File: config.mk
export PLATFORM = sky130hd
export DESIGN_NAME = sst_slave_tx
export DESIGN_NICKNAME = d
export VERILOG_FILES = /design/src/rtl/sst_pkg.sv /design/src/rtl/sst_sync.sv /design/src/rtl/sst_holdbuf.sv /design/src/rtl/sst_shifter.sv /design/src/rtl/sst_slave_tx.sv
export SDC_FILE = /design/constraint.sdc
export NUM_CORES = 1
export LEC_CHECK = 0
export BUFFER_PORTS_ARGS = -buffer_cell sky130_fd_sc_hd__buf_2
export CELL_PAD_IN_SITES_DETAIL_PLACEMENT = 1
export CELL_PAD_IN_SITES_GLOBAL_PLACEMENT = 1
export CORE_AREA = 4 4 74 76
export CTS_BUF_LIST = sky130_fd_sc_hd__clkbuf_4
export DETAILED_ROUTE_END_ITERATION = 12
export DIE_AREA = 0 0 78 80
export GPL_TIMING_DRIVEN = 0
export HOLD_SLACK_MARGIN = 0.1
export PLACE_DENSITY_LB_ADDON = 0.1
export SYNTH_ARGS = -nofsm -noshare
export SYNTH_HDL_FRONTEND = slang
export SYNTH_HIERARCHICAL = 1
export SYNTH_SLANG_ARGS = --single-unit
File: constraint.sdc
create_clock -name clk -period 5.8 [get_ports clk]
set_input_delay 0 -clock clk [delete_from_list [all_inputs] [get_ports clk]]
set_output_delay 0 -clock clk [all_outputs]
set_load 0.01 [all_outputs]
File: src/rtl/sst_pkg.sv
package sst_pkg;
  localparam int REG_TCTL = 0;
  localparam int REG_PCTL = 1;
  localparam int REG_DATA = 2;
  localparam int REG_IEN  = 3;

  typedef struct packed {
    logic clk_master;
    logic nine_sel;
    logic tx_en;
    logic sync_sel;
    logic d9;
  } tx_ctrl_t;

  typedef struct packed {
    logic port_en;
    logic rx_single;
    logic rx_cont;
    logic addr_det;
  } port_ctrl_t;
endpackage

File: src/rtl/sst_sync.sv
module sst_sync #(
  parameter int STAGES = 2
) (
  input  logic clk,
  input  logic rst,
  input  logic async_in,
  output logic rise
);
  logic [STAGES:0] chain;

  always_ff @(posedge clk) begin
    if (rst) chain <= '0;
    else     chain <= {chain[STAGES-1:0], async_in};
  end

  assign rise = chain[STAGES-1] & ~chain[STAGES];
endmodule

File: src/rtl/sst_holdbuf.sv
module sst_holdbuf #(
  parameter int DATA_W = 8
) (
  input  logic            clk,
  input  logic            rst,
  input  logic            wr,
  input  logic [DATA_W:0] wword,
  input  logic            wnine,
  input  logic            take,
  input  logic            wcol_clr,
  output logic            full,
  output logic [DATA_W:0] word,
  output logic            nine,
  output logic            flag,
  output logic            wcol
);
  always_ff @(posedge clk) begin
    if (rst) begin
      full <= 1'b0;
      word <= '0;
      nine <= 1'b0;
      flag <= 1'b0;
      wcol <= 1'b0;
    end else begin
      if (take) begin
        full <= 1'b0;
        flag <= 1'b1;
      end
      if (wcol_clr) wcol <= 1'b0;
      if (wr) begin
        if (full && !take) begin
          wcol <= 1'b1;
        end else begin
          full <= 1'b1;
          word <= wword;
          nine <= wnine;
          flag <= 1'b0;
        end
      end
    end
  end
endmodule

File: src/rtl/sst_shifter.sv
module sst_shifter #(
  parameter int DATA_W = 8
) (
  input  logic            clk,
  input  logic            rst,
  input  logic            active,
  input  logic            rise,
  input  logic            hold_full,
  input  logic [DATA_W:0] word,
  input  logic            nine,
  output logic            take,
  output logic            sdo,
  output logic            empty
);
  localparam int CNT_W = $clog2(DATA_W + 2);

  logic [DATA_W:0] sr;
  logic [CNT_W-1:0] cnt;

  assign empty = (cnt == '0);
  assign take  = active && empty && hold_full;

  always_ff @(posedge clk) begin
    if (rst) begin
      sr  <= '0;
      cnt <= '0;
      sdo <= 1'b0;
    end else if (!active) begin
      cnt <= '0;
    end else if (take) begin
      sr  <= word;
      cnt <= nine ? CNT_W'(DATA_W + 1) : CNT_W'(DATA_W);
    end else if (rise && !empty) begin
      sdo <= sr[0];
      sr  <= sr >> 1;
      cnt <= cnt - 1'b1;
    end
  end
endmodule

File: src/rtl/sst_slave_tx.sv
module sst_slave_tx
  import sst_pkg::*;
#(
  parameter int DATA_W      = 8,
  parameter int ADDR_W      = 2,
  parameter int SYNC_STAGES = 2
) (
  input  logic              clk,
  input  logic              rst,
  input  logic              bus_wr,
  input  logic [ADDR_W-1:0] bus_addr,
  input  logic [DATA_W-1:0] bus_wdata,
  output logic [DATA_W-1:0] bus_rdata,
  input  logic              sclk,
  output logic              sdo,
  output logic              sdo_oe,
  output logic              irq
);
  tx_ctrl_t   tctl;
  port_ctrl_t pctl;
  logic       txie, peie;
  logic       tx_act, rise, take, hold_full, hold_nine, flag, wcol, sr_empty;
  logic       ie_ok, data_wr, wcol_clr;
  logic [DATA_W:0] hold_word;
  logic [7:0] rd_byte;

  assign tx_act = tctl.sync_sel & ~tctl.clk_master & tctl.tx_en &
                  pctl.port_en & ~pctl.rx_cont & ~pctl.rx_single;
  assign ie_ok    = txie & peie;
  assign data_wr  = bus_wr && (int'(bus_addr) == REG_DATA);
  assign wcol_clr = bus_wr && (int'(bus_addr) == REG_IEN) && bus_wdata[7];

  always_ff @(posedge clk) begin
    if (rst) begin
      tctl <= '0;
      pctl <= '0;
      txie <= 1'b0;
      peie <= 1'b0;
    end else if (bus_wr) begin
      case (int'(bus_addr))
        REG_TCTL: tctl <= '{clk_master: bus_wdata[7], nine_sel: bus_wdata[6],
                            tx_en: bus_wdata[5], sync_sel: bus_wdata[4],
                            d9: bus_wdata[0]};
        REG_PCTL: pctl <= '{port_en: bus_wdata[7], rx_single: bus_wdata[5],
                            rx_cont: bus_wdata[4], addr_det: bus_wdata[3]};
        REG_IEN: begin
          txie <= bus_wdata[0];
          peie <= bus_wdata[1];
        end
        default: ;
      endcase
    end
  end

  sst_sync #(.STAGES(SYNC_STAGES)) u_sync (
    .clk(clk), .rst(rst), .async_in(sclk), .rise(rise)
  );

  sst_holdbuf #(.DATA_W(DATA_W)) u_hold (
    .clk(clk), .rst(rst), .wr(data_wr), .wword({tctl.d9, bus_wdata}),
    .wnine(tctl.nine_sel), .take(take), .wcol_clr(wcol_clr),
    .full(hold_full), .word(hold_word), .nine(hold_nine),
    .flag(flag), .wcol(wcol)
  );

  sst_shifter #(.DATA_W(DATA_W)) u_shift (
    .clk(clk), .rst(rst), .active(tx_act), .rise(rise),
    .hold_full(hold_full), .word(hold_word), .nine(hold_nine),
    .take(take), .sdo(sdo), .empty(sr_empty)
  );

  always_comb begin
    case (int'(bus_addr))
      REG_TCTL: rd_byte = {tctl.clk_master, tctl.nine_sel, tctl.tx_en,
                           tctl.sync_sel, 2'b00, sr_empty, tctl.d9};
      REG_PCTL: rd_byte = {pctl.port_en, 1'b0, pctl.rx_single, pctl.rx_cont,
                           pctl.addr_det, 3'b000};
      REG_DATA: rd_byte = {5'b0, wcol, sr_empty, flag};
      default:  rd_byte = {6'b0, peie, txie};
    endcase
  end

  always_ff @(posedge clk) begin
    if (rst) begin
      bus_rdata <= '0;
      sdo_oe    <= 1'b0;
      irq       <= 1'b0;
    end else begin
      bus_rdata <= DATA_W'(rd_byte);
      sdo_oe    <= tx_act;
      irq       <= flag & ie_ok;
    end
  end
endmodule

Word level (Yosys, flattened, before mapping):

Index checks and enable logic that the tools add are counted.

* flip-flop bits (word level): 51
* output and inout bits: 11
* input port bits: 14

* add/subtract/negate cells: 1
* muxes and demuxes: 15
* equality and inequality tests: 5
* reduce and logical (&&, ||, !) cells: 19
* bitwise operators: 15

Operators by type and width (number)
* $pmux 8 s3: 1
* $mux 9: 2
* $mux 1: 10
* $reduce_and 2->1: 5
* $and 1x1->1: 8
* $mux 4: 2
* $logic_and 1x1->1: 7
* $not 1->1: 7
* $eq 2x2->1 const B: 3
* $eq 2x1->1 const B: 2
* $logic_not 4->1: 1
* $sub 4x1->4 const B: 1
* $reduce_and 3->1: 1
* $logic_not 1->1: 2
* $logic_not 2->1: 1
* $reduce_bool 2->1: 1
* $reduce_or 2->1: 1

Depth between registers and ports, before layout:

Gate-level depths: netlist of run 1.

* word-level depth: 12
* mapped depth: 11
* depth with buffers taken out: 9

Cells and area by module:

The synthesis of run 1 kept the hierarchy.

By module, submodules not included
* sst_slave_tx: times used 1, cells each 84, area an instance 880.8 um^2
* sst_shifter: times used 1, cells each 94, area an instance 852.1 um^2
* sst_holdbuf: times used 1, cells each 55, area an instance 576.8 um^2
* sst_sync: times used 1, cells each 7, area an instance 87.6 um^2

Worst setup path before layout of run 1:

Ideal clock, no wire load.

* kind: reg-to-reg
* from: register u_shift.cnt[0]
* to: register u_hold.word[0]
* data arrival time: 1855 ps
* stages on the path, launching flop included: 12
* buffers on the path: 2
* setup slack: 3873 ps
* required time: 5728 ps
* path through: dfxtp_1 inv_1 ha_1 or3b_1 buf_6 clkinv_2 nand3_4 inv_1 nor2b_4 nor2b_4 buf_12 mux2i_1

* cells in the longest elaborated chain, start to end: 7

RTL lines
* start, declared: line sst_shifter.sv:18 `logic [CNT_W-1:0] cnt;`
* start signal, assigned: line sst_shifter.sv:32 `cnt <= nine ? CNT_W'(DATA_W + 1) : CNT_W'(DATA_W);`
* start signal, assigned: line sst_shifter.sv:36 `cnt <= cnt - 1'b1;`
* $logic_not 4->1: line sst_shifter.sv:20 `assign empty = (cnt == '0);`
* net sr_empty: line sst_slave_tx.sv:22 `logic tx_act, rise, take, hold_full, hold_nine, flag, wcol, sr_empty;`
* $logic_and 1x1->1 (2 in a row): line sst_shifter.sv:21 `assign take = active && empty && hold_full;`
* net take: line sst_slave_tx.sv:22
* $logic_not 1->1: line sst_holdbuf.sv:31 `if (full && !take) begin`
* $logic_and 1x1->1: line sst_holdbuf.sv:31
* $not 1->1 (no source line)
* $reduce_and 2->1 (no source line)
* end signal, assigned: line sst_holdbuf.sv:35 `word <= wword;`
* end, declared: line sst_holdbuf.sv:12 `output logic [DATA_W:0] word,`

The timed path passes the listed nets, and every way through them passes these cells.
A chain may end at the register's enable or synchronous reset.

Worst setup path in the final report of run 1:

* from: register u_shift.cnt[0]
* to: register u_hold.word[3]

Same word-level chain as after synthesis.

==> results of run 1 <==
## power by group
part           internal (mW)  total [mW]  switching [mW]  leakage [nW]
clock network         0.0433       0.152           0.108        0.0285
registers              0.357       0.361         0.00410         0.413
logic                 0.0299      0.0588          0.0289         0.619
## worst reg2reg max path, cell delays in order, from the launching register on
cell	delay, ns
dfxtp_1	0.38
inv_1	0.09
ha_1	0.16
or3b_1	0.40
buf_6	0.17
clkinv_2	0.15
nand3_4	0.15
inv_1	0.15
nor2b_4	0.07
nor2b_4	0.14
buf_12	0.16
mux2i_1	0.20
## flip-flops by register name (all words and copies together) (netlist names), 3 cells and up
signal and count:
u_shift/cnt 4, u_hold/word 9, u_sync/chain 3, u_shift/sr 9, tctl 5, bus_rdata 8
pctl 4
## final cells by class
type,instances,area share
Buffer,15,0.0463
Clock buffer,5,0.0134
Clock inverter,2,0.00312
Inverter,6,0.00847
Multi-Input combinational cell,168,0.435
Sequential cell,51,0.364
Tap cell,67,0.0299
Timing Repair Buffer,40,0.0998
## how the worst max path moves through the flow
stage	endpoint	slack (ns)	start	depth (start not counted)
after floorplan	u_hold/word[0]$_SDFFE_PP0P_	3.87	u_shift/cnt[0]$_SDFFE_PP0P_	11
after global placement	u_hold/word[1]$_SDFFE_PP0P_	3.62	u_shift/cnt[0]$_SDFFE_PP0P_	11
after detailed placement	u_hold/word[3]$_SDFFE_PP0P_	3.53	u_shift/cnt[0]$_SDFFE_PP0P_	11
after CTS	u_hold/word[3]$_SDFFE_PP0P_	3.48	u_shift/cnt[0]$_SDFFE_PP0P_	11
after global routing	u_hold/word[3]$_SDFFE_PP0P_	3.37	u_shift/cnt[0]$_SDFFE_PP0P_	11
final	u_hold/word[3]$_SDFFE_PP0P_	3.51	u_shift/cnt[0]$_SDFFE_PP0P_	11
## cell families (layout without fill, tap and decap cells)
| group | Yosys count | in the layout | share of synthesized area |
|---|---|---|---|
| buffers and inverters | 21 | 68 | 0.0642 |
| AO/OA/AOI/OAI | 22 | 22 | 0.0600 |
| flip-flops | 51 | 51 | 0.426 |
| adder cells (fa/ha/maj) | 2 | 2 | 0.0104 |
| AND/OR/NAND/NOR | 112 | 112 | 0.298 |
| multiplexers | 32 | 32 | 0.141 |
## layout by cell type (no fill, tap or decap), types with 5 or more instances in the layout
cell type and count:
a21oi_1 5, buf_2 27, clkbuf_4 5, dfxtp_1 51
dlygate4sd3_1 16, inv_1 5, mux2_2 5, mux2i_1 26
nand2_1 7, nand2b_1 43, nand3_1 13, nand4_1 5
nor2_1 8, nor2b_1 6, nor3_1 8, o22ai_1 5
## metal layers
layer,GRT usage,part of all wire,vias to the layer above
met3,0.0316,0.026,7
met5,0,0,-
met1,0.262,0.46,935
met2,0.348,0.50,31
met4,0.0717,0.015,0
li1,-,-,927
==> metrics.md, run 1 <==
| Metric | Value |
|---|---|
| Status | `complete, no violations` |
| RSZ-0062 raised after global routing | `no` |
| Antenna violations before repair | `0` |
| CP peak stage delay | `0.40 ns` |
| Clock Latency Late Sink | `0.37 ns` |
| DRT Pass-1 Iters | `4` |
| Static Leak | `1.06 nW` |
| Fraction of layout cells with a size suffix above 1 | `0.192` |
| Startpoint types | `register` |
| Top post-synthesis cells by count | `dfxtp_1 (51), nand2b_1 (43), mux2i_1 (26), nand3_1 (13)` |
| Final instance area | `2810 um^2` |
| Setup Skew | `0.0129 ns` |
| PostCTS Resize Cnt | `0` |
| Vias in the first global route | `2029` |
| Worst reg-to-reg setup slack | `3.51 ns` |
| Yosys reg bits | `51` |
| Hpwl dp | `3.99 mm` |
| Max Cap Viol | `0` |
| Period utilization | `0.394` |
| Via density | `5.37` |
| Hold path depth | `4` |
| Synth Net Count | `256` |
| Register area share after synthesis | `0.426` |
| Layout overhead on the synthesized area | `17.1%` |
| Starting DRT DRC Count | `58` |
| Main synth FF type | `dfxtp_1` |
| Total CTS buffers | `5` |
| Final Hold Vio Count | `0` |
| Final setup fails | `0` |
| Design Power | `0.572 mW` |
| Row count | `25` |
| Clk Tree Root Cell | `clkbuf_4` |
| Post-CTS setup buffers | `0` |
| CP Class | `reg -> reg` |
| Reg-to-Reg Start | `u_shift/cnt[0]$_SDFFE_PP0P_` |
| Core Region | `4720 um^2` |
| Total GRT Usage | `0.204` |
| Placed inst area | `2600 um^2` |
| Count leader, synth | `dfxtp_1` |
| Syn Inst Count | `240` |
| CP max FO | `10` |
| CP Cell Sequence | `inv_1 > ha_1 > or3b_1 > buf_6 > clkinv_2 > nand3_4 > inv_1 > nor2b_4 > nor2b_4 > buf_12 > mux2i_1` |
| Hold endpoint | `u_hold/word[2]$_SDFFE_PP0P_` |
| Area leader, netlist | `dfxtp_1` |
| CP arrival | `2.58 ns` |
| CTS tree | `yes` |
| Die extent in y | `80 um` |
| Worst path bufs/invs | `5` |
| Worst r2r path cells | `11` |
| IO Count | `25` |
| Routed WL | `5.75 mm` |
| Avg Cell Area, Syn | `9.99 um^2` |
| HP Class | `in -> reg` |
| Number of fillers in the final layout | `541` |
| Place WS | `3.53 ns` |
| Sequential cell area | `1020 um^2` |
| DRC | `0` |
| Worst reg2reg path endpoint | `u_hold/word[3]$_SDFFE_PP0P_` |
| Slew headroom | `0.702` |
| Synth top area cells | `dfxtp_1 (43%), nand2b_1 (11%), mux2i_1 (11%)` |
| Inst Count DP | `331` |
| Post-synth top area share | `0.426` |
| CTS Buffer Depth | `2` |
| Slowest cell on crit path | `or3b_1` |
| FMAX | `437 MHz` |
| VDD IR max | `0.111 mV` |
| Ant. Diodes | `0` |
| Die area | `6240 um^2` |
| # hold bufs at CTS | `16` |
| Port bufs | `24` |
| CTS Sinks | `51` |
| DR WL/cell | `16.2 um` |
| Final slew viol count | `0` |
| GPL Wtd Cong | `0.749` |
| Pwr dens | `204 nW/um^2` |
| Min-delay src | `bus_wdata[2]` |
| Vias | `1900` |
| Measured slew at the worst slew-check pin | `0.446 ns` |
| Post-synth EDFFs | `0` |
| Synth unique cells | `45` |
| Multi-input gate area | `1220 um^2` |
| Die X | `78 um` |
| Post-route setup TNS | `0 ns` |
| Largest net degree at the start of global routing | `19` |
| First-pass GRT wire length | `9.99 mm` |
| Reg clk slew, reported paths | `0.14 ns` |
| Data required, critical path | `6.09 ns` |
| GRT overflow | `0` |
| CP top delay family | `simple AND/OR/NAND/NOR gates` |
| Final WS setup | `3.51 ns` |
| Final nets | `303` |
| Fraction of registers with async set/reset | `0` |
| H-tree depth | `2` |
| Utilization after layout | `0.594` |
| Final worst path period need | `2.29 ns` |
| Ys Warns | `6` |
| Hold WS | `0.436 ns` |
| Crit. End Element | `register` |
| Routed Antenna Nets | `0` |
| Non-Filler Instances | `354` |
| Post-synthesis cell area | `2400 um^2` |
| Initial core utilization | `0.508` |
Power figures use the tool's default switching activity.
==> run 2, diff against run 1 <==
--- a/config.mk
+++ b/config.mk
@@ -8,10 +8,10 @@
 export BUFFER_PORTS_ARGS = -buffer_cell sky130_fd_sc_hd__buf_2
 export CELL_PAD_IN_SITES_DETAIL_PLACEMENT = 1
 export CELL_PAD_IN_SITES_GLOBAL_PLACEMENT = 1
-export CORE_AREA = 4 4 74 76
+export CORE_AREA = 4 4 77 79
 export CTS_BUF_LIST = sky130_fd_sc_hd__clkbuf_4
 export DETAILED_ROUTE_END_ITERATION = 12
-export DIE_AREA = 0 0 78 80
+export DIE_AREA = 0 0 81 83
 export GPL_TIMING_DRIVEN = 0
 export HOLD_SLACK_MARGIN = 0.1
 export PLACE_DENSITY_LB_ADDON = 0.1
==> constraint.sdc (replaced) <==
create_clock -name clk -period 2.25 [get_ports clk]
set_input_delay 0 -clock clk [delete_from_list [all_inputs] [get_ports clk]]
set_output_delay 0 -clock clk [all_outputs]
set_load 0.01 [all_outputs]
==> run 2 against run 1 <==
Against the previous run:
- register-to-register slack worse by 3.3 ns
- global-route usage shrank 2.5 points
- die area up 7.7%
- critical endpoint is now u_hold/word[7]$_SDFFE_PP0P_
- largest power group unchanged
- non-clock buffer count up 3
- final area rose by 1.8%
- clock skew grew 0.00065 ns
- routed wire length is 4.8% lower
- critical path depth unchanged
- largest cell class unchanged
- core utilization is 5.9 points lower
==> metrics.md, run 2 (synthesis results as in run 1) <==
| Metric | Value |
|---|---|
| FMAX | `480 MHz` |
| Min-delay src | `bus_wdata[2]` |
| CP arrival | `2.37 ns` |
| Total internal power | `1.14 mW` |
| Ant. Diodes | `0` |
| CTS Buffer Depth | `2` |
| Final nets | `306` |
| Total CTS buffers | `5` |
| Hold path depth | `4` |
| Starting DRT DRC Count | `62` |
| VDD IR max | `0.352 mV` |
| Core Region | `5340 um^2` |
| DRC | `0` |
| Die X | `81 um` |
| Die extent in y | `83 um` |
| Number of fillers in the final layout | `639` |
| Largest net degree at the start of global routing | `19` |
| Clk Tree Root Cell | `clkbuf_4` |
| Reg clk slew, reported paths | `0.15 ns` |
| Hpwl dp | `3.89 mm` |
| Via density | `5.07` |
| CP Cell Sequence | `inv_1 > ha_1 > or3b_1 > buf_6 > clkinv_4 > nand3_4 > inv_4 > nor2b_4 > nor2b_4 > buf_12 > mux2i_2` |
| Data required, critical path | `2.53 ns` |
| Status | `complete, no violations` |
| CP top delay family | `simple AND/OR/NAND/NOR gates` |
| Hold endpoint | `u_hold/word[2]$_SDFFE_PP0P_` |
| Clock Latency Late Sink | `0.36 ns` |
| P_sw | `0.364 mW` |
| Static Leak | `1.08 nW` |
| Commonest non-fill, non-tap cell in the layout | `dfxtp_1` |
| Sequential power share | `0.617` |
| Design Power | `1.51 mW` |
| Startpoint types | `register` |
| Slowest cell on crit path | `or3b_1` |
| Fraction of layout cells with a size suffix above 1 | `0.216` |
| Layout overhead on the synthesized area | `19.3%` |
| Crit-path most repeated cell | `nor2b_4` |
| Worst reg2reg path endpoint | `u_hold/word[7]$_SDFFE_PP0P_` |
| CTS tree | `yes` |
| Setup Skew | `0.0135 ns` |
| Reg-to-Reg Start | `u_shift/cnt[0]$_SDFFE_PP0P_` |
| Final slew viol count | `0` |
| CP Class | `reg -> reg` |
| GPL Wtd Cong | `0.714` |
| Gate power share | `0.099` |
| Pwr dens | `528 nW/um^2` |
| Clock Power Share | `0.284` |
| Final setup fails | `0` |
| CTS Sinks | `51` |
| CP peak stage delay | `0.39 ns` |
| Period utilization | `0.926` |
| Initial core utilization | `0.449` |
| DRT Pass-1 Iters | `4` |
| Vias in the first global route | `1967` |
| Routed Antenna Nets | `0` |
| GRT overflow | `0` |
| Measured slew at the worst slew-check pin | `0.448 ns` |
| Worst reg-to-reg setup slack | `0.17 ns` |
| Routed WL | `5.47 mm` |
| Total GRT Usage | `0.179` |
| Most frequent cells in the layout | `dfxtp_1 (50), nand2b_1 (43), buf_2 (27), mux2i_1 (25), dlygate4sd3_1 (16)` |
| Antenna violations before repair | `0` |
| Hold WS | `0.419 ns` |
| Die area | `6720 um^2` |
| Place WS | `-0.00412 ns` |
| Slew headroom | `0.701` |
| Max Cap Viol | `0` |
| Port bufs | `24` |
| Crit. End Element | `register` |
| Final worst path period need | `2.08 ns` |
| CP max FO | `10` |
| H-tree depth | `2` |
| Worst r2r path cells | `11` |
| Final Hold Vio Count | `0` |
| DR WL/cell | `15.1 um` |
| Vias | `1839` |
| HP Class | `in -> reg` |
| RSZ-0062 raised after global routing | `no` |
| First-pass GRT wire length | `9.63 mm` |
| Row count | `27` |
| Worst path bufs/invs | `5` |
| Switching share of power | `0.241` |
| IO Count | `25` |
| Final WS setup | `0.167 ns` |
| Top flop regs | `u_hold/word (9), u_shift/sr (9), bus_rdata (8)` |
==> run 2: area by class of cell <==
class / instances / area [um^2] / area share
Clock inverter: 1 / 5.00 / 0.00175
Tap cell: 72 / 90.1 / 0.0315
Timing Repair Buffer: 43 / 303 / 0.106
Sequential cell: 51 / 1020 / 0.358
Inverter: 6 / 30.0 / 0.0105
Multi-Input combinational cell: 168 / 1230 / 0.429
Clock buffer: 7 / 52.6 / 0.0184
Buffer: 15 / 130 / 0.0455
==> run 2: stage by stage <==
stage | std cells | area, um^2 | TNS, ns | utilization
after CTS | 360 | 2830 | 0 | 0.530
final | 363 | 2860 | 0 | 0.536
after global placement | 336 | 2610 | 0 | 0.489
after detailed placement | 336 | 2610 | -0.00412 | 0.489
after floorplan | 240 | 2400 | 0 | -
after global routing | 363 | 2860 | 0 | 0.536
==> run 2: power by group through the flow <==
stage	combinational, mW	sequential [mW]	clock (mW)
global placement	0.126	0.951	0
CTS	0.149	0.932	0.448
global route	0.164	0.935	0.493
finish	0.149	0.931	0.428
detailed placement	0.128	0.951	0
floorplan	0.0839	0.949	0
==> run 2: worst min-delay path, cell delays in order <==
cell and delay (ns):
dlygate4sd3_1 0.53, buf_2 0.12, nand2b_1 0.05, mux2i_1 0.06
==> run 2: worst max-delay path by stage <==
stage	slack [ns]	startpoint	cells after the start	end
global route	0.04	u_shift/cnt[1]$_SDFFE_PP0P_	11	u_hold/word[7]$_SDFFE_PP0P_
CTS	0.03	u_shift/cnt[0]$_SDFFE_PP0P_	11	u_hold/word[7]$_SDFFE_PP0P_
floorplan	0.32	u_shift/cnt[0]$_SDFFE_PP0P_	11	u_hold/word[0]$_SDFFE_PP0P_
finish	0.17	u_shift/cnt[0]$_SDFFE_PP0P_	11	u_hold/word[7]$_SDFFE_PP0P_
detailed placement	-0.004	u_shift/cnt[0]$_SDFFE_PP0P_	11	u_hold/word[1]$_SDFFE_PP0P_
global placement	0.06	u_shift/cnt[0]$_SDFFE_PP0P_	11	u_hold/word[0]$_SDFFE_PP0P_
==> run 2: routing by layer <==
layer | up-vias | wire length, um | GRT usage
met5 | - | 0 | 0
met4 | 0 | 72 | 0.0461
met3 | 7 | 95 | 0.0293
met2 | 16 | 2620 | 0.279
met1 | 883 | 2690 | 0.255
li1 | 933 | - | -
==> run 2: repair_timing <==
action	in CTS	in global routing
endpoints found under the hold margin	32	0
pin swaps	0	1
resized for setup	1	4
setup endpoints to repair	4	9
setup buffers	0	3
cloned	0	0
hold buffers	16	0
